**config.mk**
```make
export PLATFORM = sky130hd
export DESIGN_NAME = dac_corrector
export DESIGN_NICKNAME = d
export VERILOG_FILES = /design/src/rtl/dacc_pkg.sv /design/src/rtl/dacc_coef_regs.sv /design/src/rtl/dacc_mul.sv /design/src/rtl/dacc_sat.sv /design/src/rtl/dacc_ldac.sv /design/src/rtl/dac_corrector.sv
export SDC_FILE = /design/constraint.sdc
export NUM_CORES = 1
export LEC_CHECK = 0
export BUFFER_PORTS_ARGS = -buffer_cell sky130_fd_sc_hd__buf_4
export CAP_MARGIN = 10
export CORE_MARGIN = 5
export CORE_UTILIZATION = 40
export CTS_CLUSTER_SIZE = 16
export DETAILED_ROUTE_END_ITERATION = 8
export GPL_ROUTABILITY_DRIVEN = 0
export PLACE_DENSITY = 0.56
export SLEW_MARGIN = 20
export SYNTH_ARGS = -nofsm -noshare
export SYNTH_HDL_FRONTEND = slang
export SYNTH_HIERARCHICAL = 1
export SYNTH_SLANG_ARGS = --single-unit
```
**constraint.sdc**
```tcl
create_clock -name clk -period 3.9 [get_ports clk]
set_input_delay 0.78 -clock clk [delete_from_list [all_inputs] [get_ports clk]]
set_output_delay 0.78 -clock clk [all_outputs]
set_load 0.05 [all_outputs]
```
**src/rtl/dacc_pkg.sv**
```systemverilog
package dacc_pkg;
  localparam int unsigned N_COEF   = 3;
  localparam int unsigned IDX_DATA = 0;
  localparam int unsigned IDX_GAIN = 1;
  localparam int unsigned IDX_OFF  = 2;

  typedef enum logic {MUL_IDLE, MUL_RUN} mul_state_t;
endpackage

```
**src/rtl/dacc_coef_regs.sv**
```systemverilog
module dacc_coef_regs #(
  parameter int W = 18
) (
  input  logic         clk,
  input  logic         rst,
  input  logic [2:0]   stb,
  input  logic [W-1:0] wr_value,
  output logic [W-1:0] data_q,
  output logic [W-1:0] gain_q,
  output logic [W-1:0] off_q,
  output logic         start_q
);
  import dacc_pkg::*;

  logic [W-1:0] regs [N_COEF];

  for (genvar i = 0; i < N_COEF; i++) begin : g_reg
    localparam logic [W-1:0] RV = (i == IDX_GAIN) ? {W{1'b1}} : '0;
    always_ff @(posedge clk) begin
      if (rst)         regs[i] <= RV;
      else if (stb[i]) regs[i] <= wr_value;
    end
  end

  always_ff @(posedge clk) begin
    if (rst) start_q <= 1'b0;
    else     start_q <= |stb;
  end

  assign data_q = regs[IDX_DATA];
  assign gain_q = regs[IDX_GAIN];
  assign off_q  = regs[IDX_OFF];
endmodule

```
**src/rtl/dacc_mul.sv**
```systemverilog
module dacc_mul #(
  parameter int W = 18,
  localparam int PW = 2*W + 1
) (
  input  logic          clk,
  input  logic          rst,
  input  logic          start,
  input  logic [W-1:0]  data,
  input  logic [W-1:0]  gain,
  output logic [PW-1:0] product,
  output logic          done
);
  import dacc_pkg::*;

  localparam int CW = $clog2(W + 1);

  mul_state_t    state;
  logic [PW-1:0] mcand;
  logic [W-1:0]  mplier;
  logic [CW-1:0] cnt;
  logic [PW-1:0] data_x;

  assign data_x = {{(PW-W){data[W-1]}}, data};

  always_ff @(posedge clk) begin
    if (rst) begin
      state   <= MUL_IDLE;
      done    <= 1'b0;
      product <= '0;
      mcand   <= '0;
      mplier  <= '0;
      cnt     <= '0;
    end else begin
      done <= 1'b0;
      if (start) begin
        product <= data_x;
        mcand   <= data_x;
        mplier  <= gain;
        cnt     <= '0;
        state   <= MUL_RUN;
      end else if (state == MUL_RUN) begin
        if (mplier[0]) product <= product + mcand;
        mcand  <= mcand << 1;
        mplier <= mplier >> 1;
        cnt    <= cnt + 1'b1;
        if (cnt == CW'(W - 1)) begin
          state <= MUL_IDLE;
          done  <= 1'b1;
        end
      end
    end
  end
endmodule

```
**src/rtl/dacc_sat.sv**
```systemverilog
module dacc_sat #(
  parameter int W = 18,
  localparam int PW = 2*W + 1
) (
  input  logic          clk,
  input  logic          rst,
  input  logic          mul_done,
  input  logic          abort,
  input  logic [PW-1:0] product,
  input  logic [W-1:0]  offset,
  output logic          fin,
  output logic [W-1:0]  corr,
  output logic          calc_done
);
  localparam logic signed [PW-1:0] MAXV = PW'(2**(W-1) - 1);
  localparam logic signed [PW-1:0] MINV = -MAXV - 1;

  logic signed [PW-1:0] sum_c;
  logic [W-1:0]         clip_c;

  assign sum_c = ($signed(product) >>> W) + $signed({{(PW-W){offset[W-1]}}, offset});
  assign fin   = mul_done & ~abort;

  always_comb begin
    if (sum_c > MAXV)      clip_c = MAXV[W-1:0];
    else if (sum_c < MINV) clip_c = MINV[W-1:0];
    else                   clip_c = sum_c[W-1:0];
  end

  always_ff @(posedge clk) begin
    if (rst) begin
      corr      <= '0;
      calc_done <= 1'b0;
    end else begin
      calc_done <= fin;
      if (fin) corr <= clip_c;
    end
  end
endmodule

```
**src/rtl/dacc_ldac.sv**
```systemverilog
module dacc_ldac #(
  parameter int W = 18
) (
  input  logic         clk,
  input  logic         rst,
  input  logic         any_wr,
  input  logic         calc_done,
  input  logic [W-1:0] corr,
  input  logic         ldac_n,
  output logic [W-1:0] out_code,
  output logic         out_en
);
  logic ldac_prev, low_seen, hold, xfer;

  assign xfer = (calc_done & (low_seen | ~ldac_n)) |
                (hold & ldac_prev & ~ldac_n);

  always_ff @(posedge clk) begin
    if (rst) begin
      ldac_prev <= 1'b1;
      low_seen  <= 1'b0;
      hold      <= 1'b0;
      out_code  <= '0;
      out_en    <= 1'b0;
    end else begin
      ldac_prev <= ldac_n;
      low_seen  <= any_wr ? ~ldac_n : (low_seen | ~ldac_n);
      if (any_wr || xfer) hold <= 1'b0;
      else if (calc_done) hold <= 1'b1;
      if (xfer) begin
        out_code <= corr;
        out_en   <= 1'b1;
      end
    end
  end
endmodule

```
**src/rtl/dac_corrector.sv**
```systemverilog
module dac_corrector #(
  parameter int W = 18
) (
  input  logic         clk,
  input  logic         rst,
  input  logic         wr_data,
  input  logic         wr_gain,
  input  logic         wr_offset,
  input  logic [W-1:0] wr_value,
  input  logic         ldac_n,
  output logic         busy,
  output logic [W-1:0] out_code,
  output logic         out_en
);
  localparam int PW = 2*W + 1;

  logic [2:0]    stb;
  logic          any_wr, start_q, mul_done, fin, calc_done;
  logic [W-1:0]  data_q, gain_q, off_q, corr;
  logic [PW-1:0] product;

  assign stb    = {wr_offset, wr_gain, wr_data};
  assign any_wr = |stb;

  dacc_coef_regs #(.W(W)) u_regs (
    .clk(clk), .rst(rst), .stb(stb), .wr_value(wr_value),
    .data_q(data_q), .gain_q(gain_q), .off_q(off_q), .start_q(start_q));

  dacc_mul #(.W(W)) u_mul (
    .clk(clk), .rst(rst), .start(start_q), .data(data_q), .gain(gain_q),
    .product(product), .done(mul_done));

  dacc_sat #(.W(W)) u_sat (
    .clk(clk), .rst(rst), .mul_done(mul_done), .abort(start_q | any_wr),
    .product(product), .offset(off_q), .fin(fin), .corr(corr),
    .calc_done(calc_done));

  dacc_ldac #(.W(W)) u_ldac (
    .clk(clk), .rst(rst), .any_wr(any_wr), .calc_done(calc_done),
    .corr(corr), .ldac_n(ldac_n), .out_code(out_code), .out_en(out_en));

  always_ff @(posedge clk) begin
    if (rst)         busy <= 1'b0;
    else if (any_wr) busy <= 1'b1;
    else if (fin)    busy <= 1'b0;
  end
endmodule

```
# Yosys cells after proc, flatten, opt, wreduce, memory -nomap -nowiden
# Memories as Yosys holds them, arrays and structs flattened.
# Cells that the tools add are included.
[word_totals]
regBits = 142
latch_bits = 0
ramBits = 54
rom_bits = 0
out_inout_bits = 20
n_memories = 1
[memory_table]
columns = ["memory", "words", "width", "read_ports", "rd_clocked_by_memory_dff", "wr", "line_no", "source"]
rows = [
  ["u_regs.regs", 3, 18, 3, 0, 3, "dacc_coef_regs.sv:15", "logic [W-1:0] regs [N_COEF];"],
]
[op_classes]
addsub = 3
mul = 0
div_mod_pow = 0
n_lt_le_gt_ge = 2
n_eq_ne = 1
n_shift = 0
muxes = 30
n_bitwise = 13
n_reduce_logical = 9
[ops]
columns = ["op", "count"]
rows = [
  ["two-way mux 37 bit", 5],
  ["two-way mux 18 bit", 7],
  ["adder 37 bit", 1],
  ["> comparator 37 x 18 -> 1 bit (second input constant)", 1],
  ["less-than comparator 37 x 18 -> 1 bit (second input constant)", 1],
  ["adder 19 x 18 -> 20 bit", 1],
  ["two-way mux 1 bit", 18],
  ["bitwise OR 1 bit", 6],
  ["nonzero test 2 bit", 3],
  ["OR reduction 3 bit", 2],
  ["adder 5 x 1 -> 5 bit (second input constant)", 1],
  ["== test 5 bit (second input constant)", 1],
  ["AND 1 bit", 4],
  ["OR reduction 2 bit", 2],
  ["NOT 1 bit", 3],
  ["AND reduction 2 bit", 1],
  ["logical OR 1 bit", 1],
]

# Logic depth before layout (Yosys ltp)
[logic_depth]
depth_word = 6
depth_mapped = 12

# Cells and area by module
# Netlist, hierarchy kept.
[modules_own_cells]
columns = ["module", "instances", "cells_per_inst", "area_each_um2", "seq_area_each_um2"]
rows = [
  ["dacc_mul", 1, 769, 6288.5, 1981.9],
  ["dacc_coef_regs", 1, 120, 2117.0, 1641.6],
  ["dacc_sat", 1, 202, 1690.4, 380.4],
  ["dacc_ldac", 1, 91, 963.4, 440.4],
  ["dac_corrector", 1, 6, 57.6, 20.0],
]

# Least setup slack after synthesis
# No wires, ideal clock.
[synth_timing]
path_type = "reg-to-reg"
start = "register u_mul.product[18]"
end = "register u_sat.corr[10]"
t_arrival_ns = 2.632
setup_slack_ns = 1.180
stages_incl_launch_ff = 13
n_path_buf = 1
synth_period_minus_slack_ns = 2.720
cell_sequence = "dfxtp_1 -> ha_1 -> inv_1 -> fa_1 -> nor2b_1 -> o211ai_1 -> a31oi_1 -> a211oi_4 -> xnor2_1 -> or3_1 -> a21o_1 -> buf_6 -> a311oi_2"
[synth_via]
elab_chain_cells = 4
elab_cells_between_ends = 5
[synth_lines]
columns = ["item", "line_no", "source"]
rows = [
  ["start, declared", "dacc_mul.sv:10", "output logic [PW-1:0] product,"],
  ["start signal, assigned", "dacc_mul.sv:36", "product <= data_x;"],
  ["start signal, assigned", "dacc_mul.sv:42", "if (mplier[0]) product <= product + mcand;"],
  ["adder 19 x 18 -> 20 bit *", "dacc_sat.sv:21", "assign sum_c = ($signed(product) >>> W) + $signed({{(PW-W){offset[W-1]}}, offset});"],
  ["less-than comparator 37 x 18 -> 1 bit", "dacc_sat.sv:26", "else if (sum_c < MINV) clip_c = MINV[W-1:0];"],
  ["two-way mux 18 bit", "dacc_sat.sv:26", ""],
  ["two-way mux 18 bit *", "dacc_sat.sv:25", "if (sum_c > MAXV) clip_c = MAXV[W-1:0];"],
  ["end signal, assigned", "dacc_sat.sv:36", "if (fin) corr <= clip_c;"],
  ["end, declared", "dacc_sat.sv:12", "output logic [W-1:0] corr,"],
]
# Mark *: on every way between the ends. The rest lies on a longest branch, timed or not.
# A chain may end at the register's enable or synchronous reset.

# Final worst setup path
[layout_timing]
start = "register u_mul.product[18]"
end = "register u_sat.corr[16]"
# The elaborated chain is that of the path after synthesis.

==> metrics.cfg <==
[floorplan]
io_pins = 44
die_h_um = 176.7
die_area_um2 = 31230
die_w_um = 176.7
rows = 61
start_util_pct = 40.24
core_um2 = 27630

[cts]
clock_latency_ps = 440
clockBufferDepth = 2
clkTransAtPathRegs_ps = 80
cts_hold_buffers = 0
cts_resized = 0
cts_sinks = 196
post_cts_buffers = 0
root_buffer = clkbuf_16
cts_tree = done
cts_buffers = 17
htree_levels = 4

[worst_setup_path]
critPathRequiredTime_ps = 4240
setup.worst_path.end_class = register
crit_type = reg2reg
r2r-start = u_mul/product[18]
worst_ep_arrival_time_ps = 3520
critPathLaunch = u_mul/product[18]
cp-start-kind = register
crit_fanout = 15

[global_route]
grt_first_pass_wirelength_mm = 42.74
grt.overflow.total = 0
gr-usage-all-layers_pct = 17.10
first_global_vias = 7822
grt_max_degree = 73
antenna_found_initial = 0

[timing]
final_max_slew_viol_count = 0
rsz0062_at_grt = false
hold_viol = 0
max_slew_margin_pct = 38.39
setup_viol = 0
tightest_slew_ps = 924.2
fin_crit_sh_pct = 81.52
tns_ps = 0
skew_ps = 12.69
finalCriticalPeriod_ps = 3179
clock.fmax_mhz = 314.5

[finish]
areaGrowthSynthToFinish_pct = 10.77
fillers = 2745
stdcell_count = 1584
antenna_cells = 0
final_common_cell = dfxtp_1
multiInputGateArea_um2 = 6187
layout-drive-gt1-share_pct = 13.85
fin_area_um2 = 12310
nets = 1276
mostFrequentLayoutCells = 140 x dfxtp_1, 132 x nor2_1, 122 x a21oi_1
regArea_um2 = 4469

[status]
status = complete, no violations

[detailed_routing]
drt_iter0_drc = 514
routed-via-count = 8447
drt_pass1_iterations = 5
drc = 0
antenna_left = 0
wl_per_cell_um = 16.96
wirelength_mm = 26.86
via_per_inst = 5.333

[placed_design]
post_dp_cell_area_um2 = 11690
hpwl_mm = 18.97
place_inst = 1552
io_buffers = 43

[logic_synthesis]
synth_edf_count = 54
synth_cell_types = 87
avgSynthCellArea_um2 = 9.358
ys_seq_area_share_pct = 40.16
yosys_warnings = 6
synthesis.area_um2 = 11120
syn-num-nets = 1271
syn_inst = 1188
synth-main-ff-cell = dfxtp_1
ys_async_sr_fraction_pct = 0
ys_ff_latch = 196

[min_path]
worst_hold_path_type = reg2reg
min-delay-start = u_ldac/out_code[11]

[power]
ir_drop_uv = 215.6
leakage_nw = 4.794
power_density_nw_per_um2 = 408.6
p_total_mw = 5.032

[run]
drv_cap = 0

==> final timing paths <==
path | endpoint | slack [ps] | cells past startpoint
worst max-delay path | u_sat/corr[16] | 720 | 11
worst min-delay path | u_ldac/out_code[11] | 470 | 2
worst max register to register | u_sat/corr[16] | 720 | 11
worst min register to register | u_ldac/out_code[11] | 470 | 2
==> power breakdown <==
group	total (mW)	internal (mW)	switching, mW	leakage [nW]
logic	0.865	0.342	0.523	2.77
clock network	1.85	0.937	0.917	0.301
registers	2.31	2.22	0.0935	1.72
==> critical path, cell delays in order (launching register included) <==
cell	delay, ps
dfxtp_1	370
ha_1	180
inv_1	50
fa_1	400
nor2b_1	160
o211ai_1	110
a31oi_1	430
a211oi_4	130
xnor2_1	160
or3_1	380
a21o_1	390
a311oi_1	320
==> cell usage after synthesis, drive strengths merged, types with 8 or more instances <==
| cell | n | share of area, % |
|---|---|---|
| a21o | 28 | 1.9 |
| inv | 40 | 1.4 |
| xor2 | 19 | 1.5 |
| and2 | 61 | 3.7 |
| dfxtp | 142 | 26 |
| mux2 | 14 | 1.4 |
| or2 | 8 | 0.45 |
| a21oi | 122 | 5.5 |
| o21bai | 10 | 0.68 |
| xnor2 | 23 | 1.8 |
| o21ai | 24 | 1.1 |
| nand2b | 62 | 3.5 |
| a211oi | 34 | 2.5 |
| mux2i | 40 | 3.6 |
| a31oi | 9 | 0.78 |
| edfxtp | 54 | 15 |
| nor3 | 19 | 1.0 |
| nand3 | 14 | 0.72 |
| o211ai | 11 | 0.87 |
| nand4 | 17 | 0.96 |
| a311oi | 13 | 1.5 |
| nor2 | 132 | 4.5 |
| clkbuf | 46 | 1.6 |
| ha | 57 | 6.4 |
| buf | 22 | 1.3 |
| nand2 | 44 | 1.5 |
| nor4 | 8 | 0.70 |
| o21a | 35 | 2.4 |
==> logic make-up after synthesis <==
kind of cell	share of synthesized area, %
and+or+nand+nor	19.90
AOI/OAI and AO/OA	20.64
DFF	40.16
buffers and inverters	4.198
adders and majority gates	6.775
muxes	5.020
xor gates and xnor gates	3.309
==> per-layer routing <==
layer | global-route usage (%) | routed length [um] | part of all wire, %
met5 | 0 | 0 | 0
met4 | 4.513 | 367 | 1.4
met3 | 2.820 | 1207 | 4.5
met2 | 27.43 | 12210 | 45
met1 | 24.03 | 13080 | 49
==> stage by stage <==
stage / setup WS, ps / hold slack, ps / utilization, %
final: 720.6 / 473.1 / 44.57
after global routing: 437.8 / 488.8 / 44.57
after CTS: 741.8 / 477.5 / 44.57
after detailed placement: 756.1 / 460.8 / 42.29
after global placement: 859.4 / 456.8 / 42.29
after floorplan: 1180 / 449.6 / -
==> registers in the layout (all words and copies together), names as in the netlist, 5 cells and up <==
| name | count |
|---|---|
| u_ldac/out_code | 18 |
| u_mul/product | 37 |
| u_mul/mplier | 18 |
| u_regs/regs | 54 |
| u_mul/mcand | 37 |
| u_mul/cnt | 5 |
| u_sat/corr | 18 |
==> final cells by class <==
class,instances,share of cell area (%)
Clock buffer,17,3.455
Inverter,40,1.219
Sequential cell,196,36.29
Clock inverter,15,1.656
Multi-Input combinational cell,884,50.24
Timing Repair Buffer,54,3.292
Tap cell,378,3.841
Power figures use the tool's default switching activity.
